File: config.mk
export PLATFORM = sky130hd
export DESIGN_NAME = vco_band_cal
export DESIGN_NICKNAME = d
export VERILOG_FILES = /design/src/rtl/vbc_pkg.sv /design/src/rtl/vbc_win_cnt.sv /design/src/rtl/vbc_sar.sv /design/src/rtl/vbc_fsm.sv /design/src/rtl/vco_band_cal.sv
export SDC_FILE = /design/constraint.sdc
export NUM_CORES = 1
export LEC_CHECK = 0
export CAP_MARGIN = 20
export CORE_UTILIZATION = 47
export CTS_CLUSTER_DIAMETER = 150
export CTS_CLUSTER_SIZE = 28
export DETAILED_ROUTE_END_ITERATION = 6
export PLACE_DENSITY = 0.74
export SLEW_MARGIN = 30
export SYNTH_ARGS = -nofsm -noshare
export SYNTH_HDL_FRONTEND = slang
export SYNTH_HIERARCHICAL = 1
export SYNTH_SLANG_ARGS = --single-unit
File: constraint.sdc
create_clock -name clk -period 2.95 [get_ports clk]
set_clock_uncertainty 0.15 [all_clocks]
set_input_delay 0.885 -clock clk [delete_from_list [all_inputs] [get_ports clk]]
set_output_delay 0.885 -clock clk [all_outputs]
set_load 0.05 [all_outputs]
File: src/rtl/vbc_pkg.sv
package vbc_pkg;
    typedef enum logic [1:0] {
        ST_IDLE,
        ST_SETTLE,
        ST_TRIAL,
        ST_FINAL
    } cal_state_t;
endpackage

File: src/rtl/vbc_win_cnt.sv
module vbc_win_cnt #(
    parameter int CNT_W = 8
) (
    input  logic             clk,
    input  logic             rst_n,
    input  logic             clear,
    input  logic             tick,
    output logic [CNT_W-1:0] measured
);
    localparam logic [CNT_W-1:0] CNT_MAX = '1;

    logic [CNT_W-1:0] cnt_q;

    // count including the current cycle's tick, saturating
    always_comb begin
        if (tick && cnt_q != CNT_MAX)
            measured = cnt_q + 1'b1;
        else
            measured = cnt_q;
    end

    always_ff @(posedge clk or negedge rst_n) begin
        if (!rst_n)
            cnt_q <= '0;
        else if (clear)
            cnt_q <= '0;
        else
            cnt_q <= measured;
    end
endmodule

File: src/rtl/vbc_sar.sv
module vbc_sar #(
    parameter int BAND_W = 5
) (
    input  logic              clk,
    input  logic              rst_n,
    input  logic              load,
    input  logic              step,
    input  logic              too_fast,
    output logic [BAND_W-1:0] band,
    output logic              last
);
    localparam logic [BAND_W-1:0] MSB_ONLY = {1'b1, {(BAND_W-1){1'b0}}};

    logic [BAND_W-1:0] trial_q;
    logic [BAND_W-1:0] drop;

    assign drop = too_fast ? trial_q : '0;
    assign last = trial_q[0];

    always_ff @(posedge clk or negedge rst_n) begin
        if (!rst_n) begin
            band    <= '0;
            trial_q <= '0;
        end else if (load) begin
            band    <= MSB_ONLY;
            trial_q <= MSB_ONLY;
        end else if (step) begin
            band    <= (band & ~drop) | (trial_q >> 1);
            trial_q <= trial_q >> 1;
        end
    end
endmodule

File: src/rtl/vbc_fsm.sv
module vbc_fsm
    import vbc_pkg::*;
(
    input  logic clk,
    input  logic rst_n,
    input  logic go,
    input  logic ref_tick,
    input  logic last_bit,
    output logic load,
    output logic step,
    output logic busy,
    output logic force_mid,
    output logic done
);
    cal_state_t state_q, state_d;

    always_comb begin
        state_d = state_q;
        unique case (state_q)
            ST_IDLE:   if (go)       state_d = ST_SETTLE;
            ST_SETTLE: if (ref_tick) state_d = ST_TRIAL;
            ST_TRIAL:  if (ref_tick && last_bit) state_d = ST_FINAL;
            ST_FINAL:  if (ref_tick) state_d = ST_IDLE;
            default:   state_d = ST_IDLE;
        endcase
    end

    always_ff @(posedge clk or negedge rst_n) begin
        if (!rst_n)
            state_q <= ST_IDLE;
        else
            state_q <= state_d;
    end

    always_ff @(posedge clk or negedge rst_n) begin
        if (!rst_n) begin
            busy      <= 1'b0;
            force_mid <= 1'b0;
            done      <= 1'b0;
        end else begin
            busy      <= (state_d != ST_IDLE);
            force_mid <= (state_d != ST_IDLE);
            done      <= (state_q == ST_FINAL) && ref_tick;
        end
    end

    assign load = (state_q == ST_IDLE) && go;
    assign step = (state_q == ST_TRIAL) && ref_tick;
endmodule

File: src/rtl/vco_band_cal.sv
module vco_band_cal #(
    parameter int BAND_W = 5,
    parameter int CNT_W  = 8
) (
    input  logic              clk,
    input  logic              rst_n,
    input  logic              cal_start,
    input  logic              auto_en,
    input  logic              ratio_wr,
    input  logic              osc_tick,
    input  logic              ref_tick,
    input  logic [CNT_W-1:0]  target_cnt,
    output logic [BAND_W-1:0] band,
    output logic              busy,
    output logic              force_mid,
    output logic              done
);
    logic             go;
    logic             load;
    logic             step;
    logic             last_bit;
    logic [CNT_W-1:0] measured;
    logic             too_fast;

    assign go       = cal_start || (auto_en && ratio_wr);
    assign too_fast = measured > target_cnt;

    vbc_fsm u_fsm (
        .clk       (clk),
        .rst_n     (rst_n),
        .go        (go),
        .ref_tick  (ref_tick),
        .last_bit  (last_bit),
        .load      (load),
        .step      (step),
        .busy      (busy),
        .force_mid (force_mid),
        .done      (done)
    );

    vbc_win_cnt #(.CNT_W(CNT_W)) u_cnt (
        .clk      (clk),
        .rst_n    (rst_n),
        .clear    (ref_tick || load),
        .tick     (osc_tick),
        .measured (measured)
    );

    vbc_sar #(.BAND_W(BAND_W)) u_sar (
        .clk      (clk),
        .rst_n    (rst_n),
        .load     (load),
        .step     (step),
        .too_fast (too_fast),
        .band     (band),
        .last     (last_bit)
    );
endmodule

* Yosys cells after proc, flatten, opt, wreduce, memory -nomap -nowiden
Index checks and enable logic that the tools add are counted.
Widths: inputs -> output; s select.
** Operators by class
- $add $sub $neg :: 1
- Multipliers :: 0
- Div/mod/pow operators :: 0
- $lt $le $gt $ge :: 1
- Equal/unequal tests :: 4
- Shifts and indexed selects :: 0
- Multiplexer cells :: 12
- Bitwise gates (word level) :: 3
- Reduce and logical (&&, ||, !) cells :: 11
** Operators with widths (number)
- $mux 5 :: 5
- $mux 8 :: 2
- $add 8x1->8 const B :: 1
- $gt 8x8->1 :: 1
- $mux 2 :: 4
- $ne 8x8->1 const B :: 1
- $pmux 2 s4 :: 1
- $logic_and 1x1->1 :: 6
- $and 5x5->5 :: 1
- $not 5->5 :: 1
- $or 5x4->5 :: 1
- $eq 2x2->1 const B :: 2
- $reduce_bool 2->1 :: 2
- $eq 2x1->1 const B :: 1
- $logic_not 2->1 :: 1
- $logic_or 1x1->1 :: 2
** Storage, ports and cells
- Bits in registers :: 22
- Latch bits :: 0
- Bits in writable memories :: 0
- Bits in read-only memories :: 0
- Input port bits :: 15
- Output and inout port bits :: 8
- Logic and storage cells :: 38
- Memories :: 0

* Logic depth before layout (Yosys ltp)
- Word-level depth :: 10
- Gate-level depth with buffers :: 12
- Mapped depth without buffers :: 12

* By module
The synthesis kept the hierarchy.
** Modules (own cells, without submodules)
- vbc_win_cnt :: instances 1, cells an instance 57, area each 573.0 um2, seq. area each 200.2 um2
- vbc_sar :: instances 1, cells an instance 36, area each 435.4 um2, seq. area each 250.2 um2
- vco_band_cal :: instances 1, cells an instance 29, area each 222.7 um2, seq. area each 0.0 um2
- vbc_fsm :: instances 1, cells an instance 16, area each 172.7 um2, seq. area each 100.1 um2

* Worst setup path after synthesis
No wires, ideal clock.
- Path kind :: input port to flip-flop
- Start :: input port osc_tick
- End :: register u_sar.band[1]
- Setup time :: 86 ps
- Data arrival time :: 2620 ps
- Slack :: 94 ps
- Cell stages on the path :: 9
- Buffers on the path :: 0
- Path through :: nand4_1 -> a211oi_4 -> xor2_1 -> ha_1 -> and4_1 -> a21boi_1 -> o31a_1 -> and4b_1 -> nor3_1
** Between the ends
- Longest elaborated chain between the ends :: 9
** Ends and longest elaborated chain
- start, declared :: line vco_band_cal.sv:10 : input logic osc_tick,
- $logic_and 1x1->1 :: line vbc_win_cnt.sv:16 : if (tick && cnt_q != CNT_MAX)
- $mux 8 :: line vbc_win_cnt.sv:16
- named net measured[5] :: line vco_band_cal.sv:22 : logic [CNT_W-1:0] measured;
- $gt 8x8->1 :: line vco_band_cal.sv:26 : assign too_fast = measured > target_cnt;
- named net too_fast :: line vco_band_cal.sv:23 : logic too_fast;
- $mux 5 :: line vbc_sar.sv:17 : assign drop = too_fast ? trial_q : '0;
- $not 5->5 :: line vbc_sar.sv:28 : band <= (band & ~drop) | (trial_q >> 1);
- $and 5x5->5 :: line vbc_sar.sv:28
- $or 5x4->5 :: line vbc_sar.sv:28
- $mux 5 :: line vbc_sar.sv:27 : end else if (step) begin
- $mux 5 :: line vbc_sar.sv:24 : end else if (load) begin
- end signal, assigned :: line vbc_sar.sv:28
- end, declared :: line vbc_sar.sv:9 : output logic [BAND_W-1:0] band,
The timed path passes the listed nets, and every way through them passes these cells. The select of a mux whose other input is x is not followed.
A chain may end at the register's enable or synchronous reset.

* Final worst setup path
- Start :: input port osc_tick
- End :: register u_sar.band[2]
Same word-level chain as after synthesis.

==> flow_summary.yaml <==
layout:
  area_growth_pct: 29.0
  fill_cells: 248
  layout_common_cells: "22 x dfrtp_1, 21 x clkdlybuf4s50_1, 17 x buf_4"
  num_antenna_cells: 0
  layout.nets: 201
  layout-drive-gt1-share_pct: 25.1
  layout_commonest_cell: "dfrtp_1"
yosys:
  yosysTopAreaCellShare_pct: 39.2
  dominantRegCellSynth: "dfrtp_1"
  ys_async_sr_fraction_pct: 100
  synth_area_leaders: "dfrtp_1 39%, ha_1 8.0%, a21oi_1 3.9%, mux2i_1 3.6%, mux2_4 3.2%"
  synth_cells: 138
  syn_nets: 162
  synth_area_leader_cell: "dfrtp_1"
  syn_area_per_cell_um2: 10.2
  yosysWarnings: 6
  synth-edff-count: 0
  syn_area_um2: 1400
  synth-seq-area-share_pct: 39.2
  synth_seq_cells: 22
  ys_types: 41
setup_path:
  startpoint: "osc_tick"
  crit-reg2reg-launch: "u_cnt/cnt_q[1]"
  cp_max_fo: 6
  start_kind: "primary input"
  critPathTopFamily: "compound AO/OA/AOI/OAI gates"
  critical_path_arrival_ns: 3.02
  cp_data_required_time_ns: 3.02
  critPathSlowestCell: "o31a_1"
  worst-path-buf-inv: 1
  cp-end-kind: "register"
  cpPeakStageDelay_ns: 0.37
  criticalPathCategory: "primary input to register"
  worstPathCellList: "buf_8 > nand4_1 > a211oi_4 > xor2_1 > ha_1 > and4_1 > a21boi_2 > o31a_1 > and4b_1 > nor3_2"
cts:
  cts_tree: "built"
  root_buffer: "clkbuf_4"
  cts_sinks: 22
  h-tree-depth: 1
  ctsLongestPathBuffers: 2
  hold_buffers: 0
  numCtsBuffers: 3
  clk_latency_ns: 0.29
  clkTransAtPathRegs_ns: 0.11
route:
  vias: 1150
  ant_nets: 0
  dr.first_iter.drc_count: 23
  viasPerCell: 5.58
  firstDrtPassIters: 4
  avgRoutedWirePerCell_um: 14.0
  drc: 0
  drt_wl_total_um: 2880
pwr:
  ir_drop_uv: 573
  p_per_area_nw_per_um2: 582
  leakage_nw: 0.860
  p_total_mw: 1.05
grt:
  grtUsageMet3_pct: 1.61
  grt_max_degree: 23
  grt-busiest-layer: "met2"
  met1_usage_pct: 24.1
  grt_pass1_vias: 1154
  antenna_found_initial: 0
  overflow: 0
  grt_pass1_wl_um: 4890
  grt_use_met2_pct: 34.5
  grt_usage_pct: 19.5
floorplan:
  initial_core_util_pct: 50.5
  rows: 19
  core_um2: 2780
  fp.dieW_um: 56.7
  num_io_pins: 23
  die-area_um2: 3210
  die_y_um: 56.7
place:
  dp.final_hpwl_um: 2190
  gp_congestion: 0.808
  io_buffer_count: 22
sta:
  worst_slack_ns: -0.00222
  timing.hold.ws_ns: 0.341
  min_period_ns: 2.95
  maxSlewViolCount: 0
  hold_violations: 0
  timing.fmax_ghz: 0.339
  fin_crit_sh_pct: 100
  setup_viol: 1
  tightestPinTransition_ns: 0.501
  tns_ns: -0.00222
  rsz0062_at_grt: "yes"
  slew_headroom_pct: 66.5
min_path:
  hold_class: "register to register"
  hp-start: "u_sar/band[4]"
status:
  violations: "negative setup slack"
  status: "finished with violations"
flow_run:
  max_cap_violations: 0
cells in the mapped netlist, types with 3 or more instances:
master,count
dfrtp_1,22
a21oi_1,11
inv_1,10
nand2_1,10
ha_1,9
nor2_1,9
mux2i_1,5
and4b_1,4
nor3_1,4
xor2_1,4
a21o_1,3
and3_2,3
mux2_4,3
nand4_1,3
nor2b_1,3
o21ai_0,3
o31a_1,3
cells by family after synthesis:
kind of cell / Yosys count / synth area share (%)
AOI/OAI and AO/OA: 29 / 16.0
xor gates and xnor gates: 5 / 3.12
adders and majority gates: 9 / 8.02
buffers and inverters: 15 / 5.53
DFF: 22 / 39.2
muxes: 8 / 6.77
and+or+nand+nor: 50 / 21.4
cell type report:
class | instances | area [µm²] | area share (%)
multi-input combinational | 101 | 808 | 44.6
sequential | 22 | 551 | 30.4
clock buffer | 3 | 22.5 | 1.24
timing repair buffer | 39 | 353 | 19.5
inverter | 10 | 37.5 | 2.07
tap | 31 | 38.8 | 2.14
worst paths after layout:
kind | slack, ns | end | depth (start not counted)
max | -0.002 | u_sar/band[2] | 10
min | 0.34 | u_sar/band[4] | 1
max reg2reg | 0.11 | u_sar/band[2] | 11
min reg2reg | 0.34 | u_sar/band[4] | 1
max in group asynchronous | 1.67 | u_sar/trial_q[4] | 2
min in group asynchronous | 0.76 | u_fsm/force_mid | 2
layer usage:
layer / wire length (µm) / vias to the layer above
met4: 46 / 0
li1: - / 571
met2: 1500 / 32
met5: 0 / -
met1: 1240 / 541
met3: 93 / 6
registers in the layout (all words and copies together), names as in the netlist:
register	flops
u_fsm/force_mid	1
u_sar/trial_q	5
u_sar/band	5
u_cnt/cnt_q	8
u_fsm/state_q	2
u_fsm/done	1
worst register-to-register path, cell delays in order (launching register included):
cell and delay, ns:
dfrtp_1 0.37, ha_2 0.18, buf_4 0.12, nand4_1 0.18, o21bai_1 0.26, o31a_1 0.18
ha_1 0.24, and4_1 0.20, a21boi_2 0.16, o31a_1 0.37, and4b_1 0.24, nor3_2 0.12
stage by stage:
stage,instances,worst slack (ns),utilization [%],cell area (µm²)
2_1_floorplan,138,0.0937,-,1400
3_3_place_gp,202,-0.571,62.7,1740
6_report,206,-0.00222,65.1,1810
3_5_place_dp,202,-0.706,62.7,1740
5_1_grt,206,-0.0775,65.1,1810
4_1_cts,206,0.0123,64.1,1780
timing repair:
action                                  4_1_cts  5_1_grt
gates resized for setup                       5       10
pin swaps                                     4       14
setup buffers                                 1        0
endpoints found under the setup margin        5        5
power by group:
part	leakage, nW	switching [mW]	total [mW]	internal, mW
Sequential	0.285	0.0673	0.441	0.374
Clock	0.0138	0.0820	0.129	0.0475
Combinational	0.560	0.279	0.484	0.205
Note: power is estimated with default switching activity, not from simulation.
